## src/rtl/prg_pkg.sv

```systemverilog
package prg_pkg;
  localparam int RATE_W     = 4;
  localparam int TAP_W      = 4;
  localparam int DIV_STAGES = 15;

  // aliased codes map onto the taps of these codes
  localparam logic [RATE_W-1:0] ALIAS_A_SRC = 4'd1;
  localparam logic [RATE_W-1:0] ALIAS_A_DST = 4'd8;
  localparam logic [RATE_W-1:0] ALIAS_B_SRC = 4'd2;
  localparam logic [RATE_W-1:0] ALIAS_B_DST = 4'd9;
  localparam logic [RATE_W-1:0] HALT_CODE   = 4'd0;
  localparam logic [RATE_W-1:0] TAP_OFFSET  = 4'd2;

  typedef struct packed {
    logic             run;
    logic [TAP_W-1:0] idx;
  } tap_sel_t;

  function automatic tap_sel_t decode_rate(input logic [RATE_W-1:0] code);
    tap_sel_t             s;
    logic [RATE_W-1:0]    eff;
    eff = code;
    if (code == ALIAS_A_SRC) eff = ALIAS_A_DST;
    if (code == ALIAS_B_SRC) eff = ALIAS_B_DST;
    s.run = (code != HALT_CODE);
    s.idx = s.run ? TAP_W'(eff - TAP_OFFSET) : '0;
    return s;
  endfunction
endpackage

```

## src/rtl/prg_divider.sv

```systemverilog
module prg_divider #(
  parameter int STAGES = prg_pkg::DIV_STAGES
) (
  input  logic              clk,
  input  logic              rst_n,
  input  logic              adv,
  output logic [STAGES-1:0] chain
);
  logic [STAGES:0]   carry;
  logic [STAGES-1:0] q;

  assign carry[0] = adv;

  for (genvar k = 0; k < STAGES; k++) begin : g_stage
    assign carry[k+1] = carry[k] & q[k];
    always_ff @(posedge clk) begin
      if (!rst_n) q[k] <= 1'b0;
      else        q[k] <= q[k] ^ carry[k];
    end
  end

  assign chain = q;
endmodule

```

## src/rtl/prg_tap_select.sv

```systemverilog
module prg_tap_select
  import prg_pkg::*;
#(
  parameter int STAGES = DIV_STAGES
) (
  input  logic              clk,
  input  logic              rst_n,
  input  logic [STAGES-1:0] chain,
  input  logic [RATE_W-1:0] code_req,
  output logic [RATE_W-1:0] act_code,
  output logic              tap_lvl,
  output logic              tap_rise
);
  tap_sel_t cur_sel, nxt_sel;
  logic     nxt_lvl, lvl_q, swap;

  assign cur_sel = decode_rate(act_code);
  assign nxt_sel = decode_rate(code_req);

  always_comb begin
    tap_lvl = 1'b0;
    if (cur_sel.run && (int'(cur_sel.idx) < STAGES)) tap_lvl = chain[cur_sel.idx];
    nxt_lvl = 1'b0;
    if (nxt_sel.run && (int'(nxt_sel.idx) < STAGES)) nxt_lvl = chain[nxt_sel.idx];
  end

  // adopt a new code only while the active tap has just fallen, or when halted
  assign swap     = (lvl_q & ~tap_lvl) | ~cur_sel.run;
  assign tap_rise = cur_sel.run & tap_lvl & ~lvl_q;

  always_ff @(posedge clk) begin
    if (!rst_n) begin
      act_code <= HALT_CODE;
      lvl_q    <= 1'b0;
    end else if (swap) begin
      act_code <= code_req;
      lvl_q    <= nxt_lvl;
    end else begin
      lvl_q    <= tap_lvl;
    end
  end
endmodule

```

## src/rtl/prg_flag.sv

```systemverilog
module prg_flag (
  input  logic clk,
  input  logic rst_n,
  input  logic set_evt,
  input  logic clr,
  input  logic irq_en,
  output logic flag,
  output logic irq
);
  always_ff @(posedge clk) begin
    if (!rst_n)       flag <= 1'b0;
    else if (set_evt) flag <= 1'b1;
    else if (clr)     flag <= 1'b0;
  end

  assign irq = flag & irq_en;
endmodule

```

## src/rtl/pulse_rate_gen.sv

```systemverilog
module pulse_rate_gen
  import prg_pkg::*;
#(
  parameter int STAGES = DIV_STAGES
) (
  input  logic              clk,
  input  logic              rst_n,
  input  logic              ref_tick,
  input  logic [RATE_W-1:0] rate_sel,
  input  logic              wave_en,
  input  logic              raw_ovr,
  input  logic              per_irq_en,
  input  logic              stat_rd,
  output logic              wave_out,
  output logic              per_flag,
  output logic              irq_req,
  output logic [7:0]        stat_byte
);
  logic [STAGES-1:0] chain;
  logic [RATE_W-1:0] act_code;
  logic              tap_lvl, tap_rise, set_evt, wave_q;

  prg_divider #(.STAGES(STAGES)) u_div (
    .clk   (clk),
    .rst_n (rst_n),
    .adv   (ref_tick),
    .chain (chain)
  );

  prg_tap_select #(.STAGES(STAGES)) u_sel (
    .clk      (clk),
    .rst_n    (rst_n),
    .chain    (chain),
    .code_req (rate_sel),
    .act_code (act_code),
    .tap_lvl  (tap_lvl),
    .tap_rise (tap_rise)
  );

  assign set_evt = tap_rise & ~raw_ovr;

  prg_flag u_flag (
    .clk     (clk),
    .rst_n   (rst_n),
    .set_evt (set_evt),
    .clr     (stat_rd),
    .irq_en  (per_irq_en),
    .flag    (per_flag),
    .irq     (irq_req)
  );

  always_ff @(posedge clk) begin
    if (!rst_n) wave_q <= 1'b0;
    else        wave_q <= wave_en & (raw_ovr ? ref_tick : tap_lvl);
  end

  assign wave_out  = wave_q;
  assign stat_byte = {irq_req, per_flag, 6'b0};
endmodule

```

## config.mk

```make
export PLATFORM = sky130hd
export DESIGN_NAME = pulse_rate_gen
export DESIGN_NICKNAME = d
export VERILOG_FILES = /design/src/rtl/prg_pkg.sv /design/src/rtl/prg_divider.sv /design/src/rtl/prg_tap_select.sv /design/src/rtl/prg_flag.sv /design/src/rtl/pulse_rate_gen.sv
export SDC_FILE = /design/constraint.sdc
export NUM_CORES = 1
export LEC_CHECK = 0
export BUFFER_PORTS_ARGS = -buffer_cell sky130_fd_sc_hd__buf_4
export CAP_MARGIN = 10
export CELL_PAD_IN_SITES_DETAIL_PLACEMENT = 1
export CELL_PAD_IN_SITES_GLOBAL_PLACEMENT = 1
export CORE_MARGIN = 2
export CORE_UTILIZATION = 48
export CTS_BUF_LIST = sky130_fd_sc_hd__clkbuf_8
export CTS_CLUSTER_DIAMETER = 30
export DETAILED_ROUTE_END_ITERATION = 8
export GPL_TIMING_DRIVEN = 0
export PLACE_DENSITY_LB_ADDON = 0.1
export SLEW_MARGIN = 20
export SYNTH_ARGS = -nofsm -noshare
export SYNTH_HDL_FRONTEND = slang
export SYNTH_SLANG_ARGS = --single-unit
```

## constraint.sdc

```tcl
create_clock -name clk -period 7.1 [get_ports clk]
set_clock_uncertainty 0.1 [all_clocks]
set_input_delay 0.71 -clock clk [delete_from_list [all_inputs] [get_ports clk]]
set_output_delay 0.71 -clock clk [all_outputs]
set_load 0.05 [all_outputs]
```

Yosys cells after proc, flatten, opt, wreduce, memory -nomap -nowiden. Index checks and enable logic that the tools add are counted.

Eq/ne operators: 4. Order comparisons: 4. Bitwise logic cells: 40. Muxes and demuxes: 16. Reductions and logical operators: 5. Add/subtract/negate cells: 2.

Operators by type and width (number): 2-to-1 mux 4 bit (6); AND 1 bit (20); XOR 1 bit (15); less-than comparator 4 x 5 -> 1 bit (second input constant) (2); binary-select mux 1 bit (select 4 bit) (2); equality test 4 x 1 -> 1 bit (second input constant) (2); equality test 4 x 2 -> 1 bit (second input constant) (2); less-than comparator 4 bit (second input constant) (2); 2-to-1 mux 1 bit (8); nonzero test 4 bit (2); subtractor 4 x 2 -> 4 bit (second input constant) (2); inverter 1 bit (4); logical AND 1 bit (2); nonzero test 2 bit (1); bitwise OR 1 bit (1).

Register bits: 22. Output and inout port bits: 11. Word-level logic and storage cells: 90. Input bits: 11.

Depth between registers and ports, before layout. Gate-level depths: netlist (run 1).

Word-level depth: 15. Depth in mapped cells: 16. Gate-level depth less buffers: 16.

Modules after synthesis. Synthesis (run 1) repeated with hierarchy kept, for this count alone.

Cell total of the unflattened synthesis: 187. Area total of the unflattened synthesis: 1712.9 µm².

Modules (own cells, without submodules): prg_tap_select (cells an instance 123, sequential area each 100.1 µm², area each 950.9 µm², instances 1); prg_divider (cells an instance 46, sequential area each 300.3 µm², area each 603.1 µm², instances 1); pulse_rate_gen (cells an instance 14, sequential area each 20.0 µm², area each 110.1 µm², instances 1); prg_flag (cells an instance 4, sequential area each 20.0 µm², area each 48.8 µm², instances 1).

Least setup slack after synthesis (run 1). No wires, ideal clock.

Path kind: input -> register. From: input port ref_tick. To: register u_div.q[13] (netlist: u_div.chain[13]). Arrival: 3.318 ns. Library setup time: 0.115 ns. Required time: 6.885 ns. Setup slack: 3.567 ns. Stages on the path: 15. Path buffers: 0. Path through: ha_1 ha_1 ha_1 ha_1 ha_1 ha_1 ha_1 ha_1 ha_1 ha_1 ha_1 ha_1 ha_1 ha_1 and2_1.

Longest elaborated chain between the ends: 14.

Ends and longest elaborated chain: start: declaration (line pulse_rate_gen.sv:8) `input logic ref_tick,`; AND 1 bit (13 in series) (line prg_divider.sv:15) `assign carry[k+1] = carry[k] & q[k];`; XOR 1 bit (line prg_divider.sv:18) `else q[k] <= q[k] ^ carry[k];`; end signal: indexed assignment (line prg_divider.sv:18); end: declaration (line prg_divider.sv:10) `logic [STAGES-1:0] q;`.

No other way between the ends. A chain may end at the register's enable or synchronous reset.

Final worst setup path (run 1). Ends and elaborated chain as after synthesis.

==> results of run 1 <==
cells in the final DEF (no fill, tap or decap), types with 3 or more instances in the layout:
master     n
a21oi_1   11
conb_1     6
ha_1      16
clkbuf_8   5
and2_1    16
clkbuf_1   7
nand2b_1   3
mux2i_1    4
o21ai_0   14
nor3_1     3
o211ai_1   3
nor2_1    11
nand2_1   27
a31oi_1    5
dfxtp_1   22
inv_1      5
xnor2_1    3
buf_4     22
per-layer routing:
layer,track usage [%],vias up
li1,-,757
met1,29.34,728
met2,43.28,30
met3,3.063,11
met4,9.722,0
met5,0,-
worst min-delay path by stage:
stage / startpoint / endpoint / slack, ps / cells after the start
3_3_place_gp: u_sel.lvl_q / u_sel.act_code[0] / 450 / 2
3_5_place_dp: u_div.chain[14] / u_div.chain[14] / 460 / 2
5_1_grt: u_div.chain[14] / u_div.chain[14] / 510 / 2
2_1_floorplan: u_sel.act_code[3] / u_sel.act_code[3] / 400 / 2
4_1_cts: u_sel.lvl_q / u_sel.act_code[1] / 480 / 2
6_report: u_div.chain[14] / u_div.chain[14] / 480 / 2
where the power goes:
group	internal [mW]	leakage [nW]	switching, mW	total (mW)
registers	0.140	0.179	0.0184	0.158
logic	0.144	0.619	0.215	0.360
clock network	0.0495	0.0288	0.0413	0.0908
total	0.334	0.826	0.275	0.609
registers in the layout, indices dropped and copies added, names as in the netlist:
name,flops
u_sel.lvl_q,1
u_flag.flag,1
u_div.chain,15
wave_out,1
u_sel.act_code,4
worst min-delay path, stage by stage, from the launching register on:
cell and delay (ps):
dfxtp_1 390, xnor2_1 90, nor2_1 70
stage by stage:
step	cell area (um^2)	cells	setup slack (ps)	hold WS (ps)	total power, mW
2_1_floorplan	1663	208	3567	402.6	0.4336
3_3_place_gp	1818	267	3359	446.6	0.4943
6_report	1873	271	3605	475.8	0.6086
4_1_cts	1873	271	3581	482.4	0.6087
5_1_grt	1873	271	3448	513.5	0.6466
3_5_place_dp	1818	267	3300	464.2	0.5173
area by class of cell:
cell class / count / share of cell area [%]
Tap cell: 46 / 3.073
Buffer: 20 / 7.214
Multi-Input combinational cell: 161 / 57.05
Inverter: 5 / 1.002
Sequential cell: 22 / 23.51
Timing Repair Buffer: 13 / 5.210
Clock buffer: 4 / 2.939
cells by family (layout without fill, tap and decap cells):
kind of cell / Yosys count / in the layout / synth area share, %
compound gates: 55 / 55 / 22.91
xor+xnor: 4 / 4 / 2.131
fa+ha+maj: 16 / 16 / 12.18
buf+inv: 25 / 42 / 9.360
flops: 22 / 22 / 26.79
mux: 4 / 4 / 2.435
other cells: 1 / 6 / 0.2281
simple gates: 76 / 76 / 23.97
==> run_results.csv, run 1 <==
group,metric,value,unit
setup_path,r2r_slack,3750,ps
cells_and_area,fin_nets,253,
setup_path,crit_arrival,3560,ps
clocking,clk_pin_slew,80,ps
clocking,cts.repair.resized,0,
synthesis,dominantRegCellSynth,"dfxtp_1",
sta,setup_viol,0,
worst_hold_path,hold_path_class,"reg -> reg",
flow_run,cap_viol_max_count,0,
global_route,grt_pass1_wl,7.576,mm
sta,finalHoldViolations,0,
route,met3_length,155,um
outcome,status,"complete, no violations",
sta,min_period,3495,ps
setup_path,critPathMaxFanout,2,
synthesis,ys_ff_latch,22,
route,wirelength,4.351,mm
sta,final_max_slew_viol_count,0,
setup_path,cpMaxStageDelayCell,"ha_1",
clocking,cts_sinks,22,
setup_path,cp_slowest_stage_delay,260,ps
setup_path,endpoint_kind,"flip-flop",
synthesis,yosys_warnings,0,
cells_and_area,fillCellCount,428,
sta,slew_headroom,36.32,%
synthesis,avgSynthCellArea,8.099,um^2
pwr,p_leak,0.8263,nW
setup_path,critPathRequiredTime,7170,ps
cells_and_area,diodes,0,
cells_and_area,syn_to_final_growth,13.93,%
clocking,cts.hold.buffers_added,0,
placed_design,gp_congestion,0.8409,
clocking,post_cts_buffers,0,
global_route,antenna_found_initial,0,
clocking,h-tree-depth,1,
clocking,clockBufferDepth,2,
setup_path,cp-start-kind,"input port",
cells_and_area,drive_above_1_share,16.89,%
clocking,cts_tree,"yes",
route,vias,1526,
setup_path,cp_num_cells,16,
route,ant_nets,0,
synthesis,yosys-top-cells-count,"27 x nand2_1, 22 x dfxtp_1, 16 x and2_1, 16 x ha_1, 14 x o21ai_0",
sta,tns,0,ps
cells_and_area,multi_input_area,1069,um^2
sta,worst-slew-pin-transition,946.4,ps
floorplan,die_w,62.53,um
global_route,grt_pass1_vias,1609,
setup_path,crit_buf_inv,1,
cells_and_area,final_util,56.58,%
clocking,cts-buffers-inserted,3,
synthesis,synth_cells,203,
route,remaining_drc_errors,0,
route,routedWlPerCell,16.06,um
setup_path,rr_endpoint,"u_div.chain[13]",
synthesis,synth_most_common_cell,"nand2_1",
setup_path,path_cells,"buf_4 -> ha_1 -> ha_1 -> ha_1 -> ha_1 -> ha_1 -> ha_1 -> ha_1 -> ha_1 -> ha_1 -> ha_1 -> ha_1 -> ha_1 -> ha_1 -> ha_1 -> and2_1",
setup_path,crit_family,"adder cells",
route,viasPerCell,5.631,
route,met2_length,2.143,mm
setup_path,worstSetupPathType,"in -> reg",
global_route,grt_overflow,0,
synthesis,synth.distinct_cells,50,
synthesis,netlist_top_cells_area,"dfxtp_1 27%, ha_1 12%, nand2_1 6.2%",
floorplan,num_io_pins,22,
synthesis,synth_area,1644,um^2
sta,fmax,286.1,MHz
setup_path,rr_startpoint,"u_div.chain[0]",
setup_path,crit_top_cell,"ha_1",
setup_path,cp-startpoint,"ref_tick",
synthesis,synth-edff-count,0,
synthesis,yosysTopAreaCellShare,26.79,%
floorplan,die_area,3909,um^2
global_route,gr-usage-all-layers,24.24,%
route,first_pass_iters,4,
pwr,p_per_area,324.9,nW/um^2
setup_path,worst_r2r_path_depth,15,
synthesis,ys_async_sr_fraction,0,%
route,drt_iter0_drc,92,
synthesis,synth-seq-area-share,26.79,%
setup_path,endpoint,"u_div.chain[13]",
synthesis,synth.largest_area_cell,"dfxtp_1",
placed_design,post-dp-hpwl,3.478,mm
route,drt-met1-wl,1.934,mm
floorplan,row_count,21,
clocking,insertion_delay,270,ps
route,highest_layer,"met4",
global_route,grt_max_degree,13,
floorplan,coreArea,3311,um^2
cells_and_area,register_area,440.4,um^2
pwr,vdd_drop_max,0.0001635,V
placed_design,numPortBuffers,13,
floorplan,start_util,49.66,%
floorplan,die_h,62.53,um
sta,min_period_over_period,49.22,%
clocking,root_buffer,"clkbuf_8",
sta,grt_setup_unrepaired,"no",
Note: power is estimated with default switching activity, not from simulation.
==> run 2, diff against run 1 <==
- CORE_UTILIZATION: 48 -> 40
- clock period: 7.1 -> 2.8 ns (I/O delays scaled with it)
==> run_results.csv, run 2 (synthesis gave the netlist of run 1 again) <==
group,metric,value,unit
clocking,root_buffer,"clkbuf_8",
route,vias,1553,
sta,finalHoldViolations,0,
route,viasPerCell,5.468,
global_route,use_met1,24.83,%
worst_hold_path,hold_path_class,"in -> reg",
global_route,grt_pass1_vias,1582,
outcome,status,"finished with violations",
global_route,grtUsageMet3,3.125,%
floorplan,row_count,23,
placed_design,gp_congestion,0.7752,
pwr,p_leak,0.8435,nW
pwr,seqPwrFrac,22.4,%
cells_and_area,final_cell_area,2203,um^2
placed_design,dpl-instance-area,1999,um^2
clocking,clk_pin_slew,80,ps
outcome,failed_checks,"negative setup slack",
pwr,clkPwrFrac,13.0,%
pwr,p_comb_share,64.6,%
pwr,p_per_area,829.8,nW/um^2
setup_path,cp-start-kind,"flip-flop",
setup_path,critPathRequiredTime,2910,ps
cells_and_area,layout_commonest_cell,"buf_4",
sta,slew_headroom,29.19,%
sta,hold_slack,136.6,ps
placed_design,dp_worst_setup_slack,-226.1,ps
sta,fin_ws,-95.34,ps
global_route,grt_use_met2,39.68,%
sta,final_max_slew_viol_count,0,
cells_and_area,fin_nets,262,
route,drt_iter0_drc,67,
floorplan,coreArea,3971,um^2
global_route,grt_overflow,0,
setup_path,endpoint_kind,"flip-flop",
route,routedWlPerCell,16.17,um
setup_path,worst_r2r_path_depth,16,
floorplan,die_w,68.11,um
global_route,grt_pass1_wl,7.403,mm
clocking,insertion_delay,270,ps
placed_design,numPortBuffers,13,
clocking,cts.hold.buffers_added,0,
route,wirelength,4.591,mm
floorplan,die_area,4639,um^2
cells_and_area,diodes,0,
clocking,cts_sinks,22,
sta,grt_setup_unrepaired,"yes",
placed_design,post-dp-hpwl,3.512,mm
setup_path,crit_arrival,3000,ps
cells_and_area,drive_above_1_share,31.20,%
pwr,power.total,1.828,mW
route,ant_nets,0,
clocking,cts-buffers-inserted,3,
cells_and_area,largest_reg_flops,15,
global_route,grt.busiest_layer,"met2",
route,remaining_drc_errors,0,
clocking,h-tree-depth,1,
floorplan,die_h,68.11,um
cells_and_area,layout_common_cells,"33 x buf_4, 27 x nand2_1, 18 x dfxtp_1",
pwr,vdd_drop_max,0.0002626,V
sta,worst-slew-pin-transition,1052,ps
sta,min_period_over_period,103.4,%
pwr,power.share.switching,43.38,%
route,first_pass_iters,4,
cells_and_area,syn_to_final_growth,34.02,%
sta,tns,-170.5,ps
global_route,antenna_found_initial,0,
flow_run,cap_viol_max_count,0,
cells_and_area,stdcell_count,284,
floorplan,num_io_pins,22,
sta,setup_viol,2,
pwr,p_switching,0.7932,mW
floorplan,start_util,41.40,%
global_route,gr-usage-all-layers,21.65,%
clocking,cts_tree,"yes",
setup_path,worstSetupPathType,"reg -> reg",
placed_design,dp.cells,271,
cells_and_area,final_util,55.48,%
clocking,clockBufferDepth,2,
setup_path,critPathMaxFanout,2,
sta,min_period,2895,ps
sta,fmax,345.4,MHz
global_route,grt_max_degree,13,
worst_hold_path,whs_path_depth,2,
pwr,internal_power,1.035,mW
==> run 2: cell types whose count changed in the layout (fill, tap and decap cells not counted), moves of 2 or more <==
cell     change
ha_1        -15
ha_4        +15
buf_4       +11
dfxtp_1      -4
dfxtp_4      +3
and2_1       -2
and2_4       +2
==> run 2: power by group through the flow <==
stage,Clock [mW],Sequential (mW),Combinational [mW]
after floorplan,0,0.423,0.680
after global placement,0,0.406,0.852
after detailed placement,0,0.410,0.887
after CTS,0.240,0.422,0.966
after global routing,0.264,0.418,1.27
final,0.238,0.410,1.18
==> run 2: worst paths after layout <==
kind	startpoint	to	slack, ps
min reg2reg	u_sel.act_code[3]	u_sel.act_code[3]	420
max	u_div.chain[0]	u_div.chain[14]	-100
max reg2reg	u_div.chain[0]	u_div.chain[14]	-100
min	wave_en	wave_out	140
==> run 2: critical path: stages (launching register included) <==
cell	delay, ps
dfxtp_4	360
ha_4	160
ha_4	150
ha_4	150
ha_4	160
ha_4	150
ha_4	150
ha_4	150
ha_4	150
ha_4	150
ha_4	150
ha_4	150
ha_4	150
ha_4	150
ha_4	150
xnor2_2	120
nor2_1	100
==> run 2: layer usage <==
metal  vias to the layer above  wire [um]
met2                        27       2469
met4                         0         63
met3                         5        176
li1                        768          -
met1                       753       1881
met5                         -          0
==> run 2: layout make-up <==
type	count	area [um^2]
sequential	22	452.9
tap	50	62.56
multi-input combinational	161	1315
buffer	19	126.4
clock buffer	4	55.05
fill	465	1768
timing repair buffer	23	172.7
inverter	5	18.77
==> run 2: what timing repair did <==
action | in CTS | in global routing
buffers inserted | 6 | 4
endpoints found under the setup margin | 9 | 10
pin swaps | 7 | 5
resized for setup | 8 | 11
cloned | 0 | 0
hold endpoints to repair | 0 | 0
==> run 3, diff against run 2 <==
- CORE_UTILIZATION: 40 -> 41
- GPL_ROUTABILITY_DRIVEN: not set -> 1
- SYNTH_HIERARCHICAL: not set -> 1
==> run_results.csv, run 3 <==
group,metric,value,unit
outcome,status,"finished with violations",
outcome,failed_checks,"negative setup slack",
sta,tns,-297.0,ps
floorplan,die_w,68.64,um
sta,finalHoldViolations,0,
sta,final_max_slew_viol_count,0,
floorplan,coreArea,4000,um^2
placed_design,gp_congestion,0.8354,
cells_and_area,drive_above_1_share,36.49,%
synthesis,yosys_warnings,6,
synthesis,yosys-top-cells-count,"22 x dfxtp_1, 16 x ha_1, 12 x and2_2, 12 x nand2_1",
clocking,root_buffer,"clkbuf_8",
setup_path,crit_arrival,3070,ps
placed_design,numPortBuffers,14,
clocking,clk_pin_slew,80,ps
route,routedWlPerCell,18.15,um
setup_path,worstSetupPathType,"reg -> reg",
sta,fin_ws,-204.3,ps
setup_path,endpoint_kind,"flip-flop",
route,first_pass_iters,4,
route,remaining_drc_errors,0,
global_route,antenna_found_initial,0,
synthesis,synth-seq-area-share,25.71,%
sta,grt_setup_unrepaired,"yes",
synthesis,synth_area,1713,um^2
worst_hold_path,hold_path_class,"in -> reg",
synthesis,ys_async_sr_fraction,0,%
synthesis,netlist_top_cells_area,"dfxtp_1 26%, ha_1 12%, mux2i_1 5.3%",
synthesis,synth.largest_area_cell,"dfxtp_1",
clocking,insertion_delay,260,ps
clocking,cts-buffers-inserted,3,
global_route,grt_max_degree,15,
placed_design,dpl-instance-area,2078,um^2
floorplan,die_h,68.64,um
pwr,power.total,1.396,mW
route,met2_length,2.452,mm
synthesis,avgSynthCellArea,9.160,um^2
synthesis,synth.distinct_cells,56,
sta,fmax,332.9,MHz
cells_and_area,fillCellCount,457,
placed_design,post-dp-hpwl,3.653,mm
synthesis,yosysTopAreaCellShare,25.71,%
floorplan,start_util,42.82,%
cells_and_area,fin_nets,239,
synthesis,synth_cells,187,
sta,worst-slew-pin-transition,639.1,ps
cells_and_area,syn_to_final_growth,27.25,%
synthesis,synth-edff-count,0,
global_route,grt_overflow,0,
global_route,gr-usage-all-layers,21.90,%
pwr,p_leak,0.8822,nW
route,viasPerCell,5.916,
clocking,clockBufferDepth,2,
setup_path,critPathRequiredTime,2860,ps
route,met3_length,231,um
route,vias,1544,
route,ant_nets,0,
sta,min_period,3004,ps
cells_and_area,layout_common_cells,"23 x buf_4, 21 x dfxtp_1, 14 x ha_4",
global_route,grt_pass1_wl,7.596,mm
cells_and_area,multi_input_area,1358,um^2
floorplan,die_area,4711,um^2
cells_and_area,diodes,0,
route,drt_iter0_drc,85,
route,wirelength,4.736,mm
clocking,cts_tree,"yes",
placed_design,dp.cells,256,
sta,slew_headroom,57.24,%
sta,hold_slack,156.4,ps
cells_and_area,stdcell_count,261,
placed_design,dp_worst_setup_slack,-273.7,ps
cells_and_area,final_util,54.49,%
global_route,grt_pass1_vias,1593,
pwr,vdd_drop_max,0.0004546,V
clocking,cts_sinks,22,
synthesis,dominantRegCellSynth,"dfxtp_1",
cells_and_area,largest_reg_flops,15,
synthesis,ys_ff_latch,22,
setup_path,cp-start-kind,"flip-flop",
synthesis,synth_most_common_cell,"dfxtp_1",
route,drt-met1-wl,1.969,mm
sta,min_period_over_period,107.3,%
route,highest_layer,"met4",
floorplan,row_count,23,
floorplan,num_io_pins,22,
cells_and_area,final_cell_area,2180,um^2
sta,setup_viol,2,
cells_and_area,register_area,444.2,um^2
setup_path,critPathMaxFanout,2,
pwr,p_per_area,640.5,nW/um^2
clocking,h-tree-depth,1,
flow_run,cap_viol_max_count,0,
cells_and_area,layout_commonest_cell,"buf_4",
==> run 3: cell count changes after synthesis, sizes merged, moves of 4 or more <==
cell   before  now
a21oi      12    5
o21ai      15   10
a32o        0    4
nand2      27   12
nor2b       1    5
a31oi       5    1
mux2i       4    9
==> run 3: cells by family (layout without fill, tap and decap cells) <==
kind of cell	count (synthesis)	count (layout)	synth area share (%)
AOI/OAI and AO/OA	45	45	20.60
xor gates and xnor gates	4	4	2.046
adders and majority gates	16	16	11.69
muxes	13	13	8.765
DFF	22	22	25.71
buffers and inverters	23	42	8.181
and+or+nand+nor	63	63	22.79
other	1	6	0.2189
==> run 3: cell type report <==
type                       instances  area share [%]
buffer                            18           5.913
clock buffer                       4           2.526
inverter                           5          0.8611
multi-input combinational        147           62.28
sequential                        22           20.38
tap                               50           2.870
timing repair buffer              15           5.166
==> run 3: worst paths after layout <==
path                       start         endpoint  slack (ps)  cells after the start
setup / recovery  u_div/chain[0]  u_div/chain[14]        -200                     16
hold / removal           wave_en         wave_out         160                      3
setup reg to reg  u_div/chain[0]  u_div/chain[14]        -200                     16
hold reg to reg   u_div/chain[0]   u_div/chain[0]         510                      2
==> run 3: repair_timing <==
action | in CTS | in global routing
pin swaps | 0 | 1
setup buffers | 1 | 0
resized for setup | 3 | 9
endpoints found under the setup margin | 8 | 8
cloned | 0 | 0
hold buffers | 0 | 0
==> run 3: report_power, final <==
group | switching (mW) | internal, mW | leakage [nW] | total [mW]
Combinational | 0.458 | 0.329 | 0.674 | 0.786
Clock | 0.104 | 0.125 | 0.0288 | 0.229
Sequential | 0.0346 | 0.346 | 0.179 | 0.380
==> run 3: worst max-delay path, cell delays in order (launching register included) <==
cell and delay (ps):
dfxtp_4 360, ha_4 160, ha_4 150, ha_4 150
ha_4 150, ha_4 150, ha_4 150, ha_4 160
ha_4 150, ha_4 150, ha_4 150, ha_4 150
ha_4 150, ha_4 160, ha_4 150, xor2_1 150
and2_4 140
==> run 3: layer usage <==
| metal | track usage (%) | up-vias |
|---|---|---|
| met3 | 3.571 | 8 |
| met5 | 0 | - |
| li1 | - | 724 |
| met2 | 37.14 | 56 |
| met1 | 26.79 | 756 |
| met4 | 10.50 | 0 |
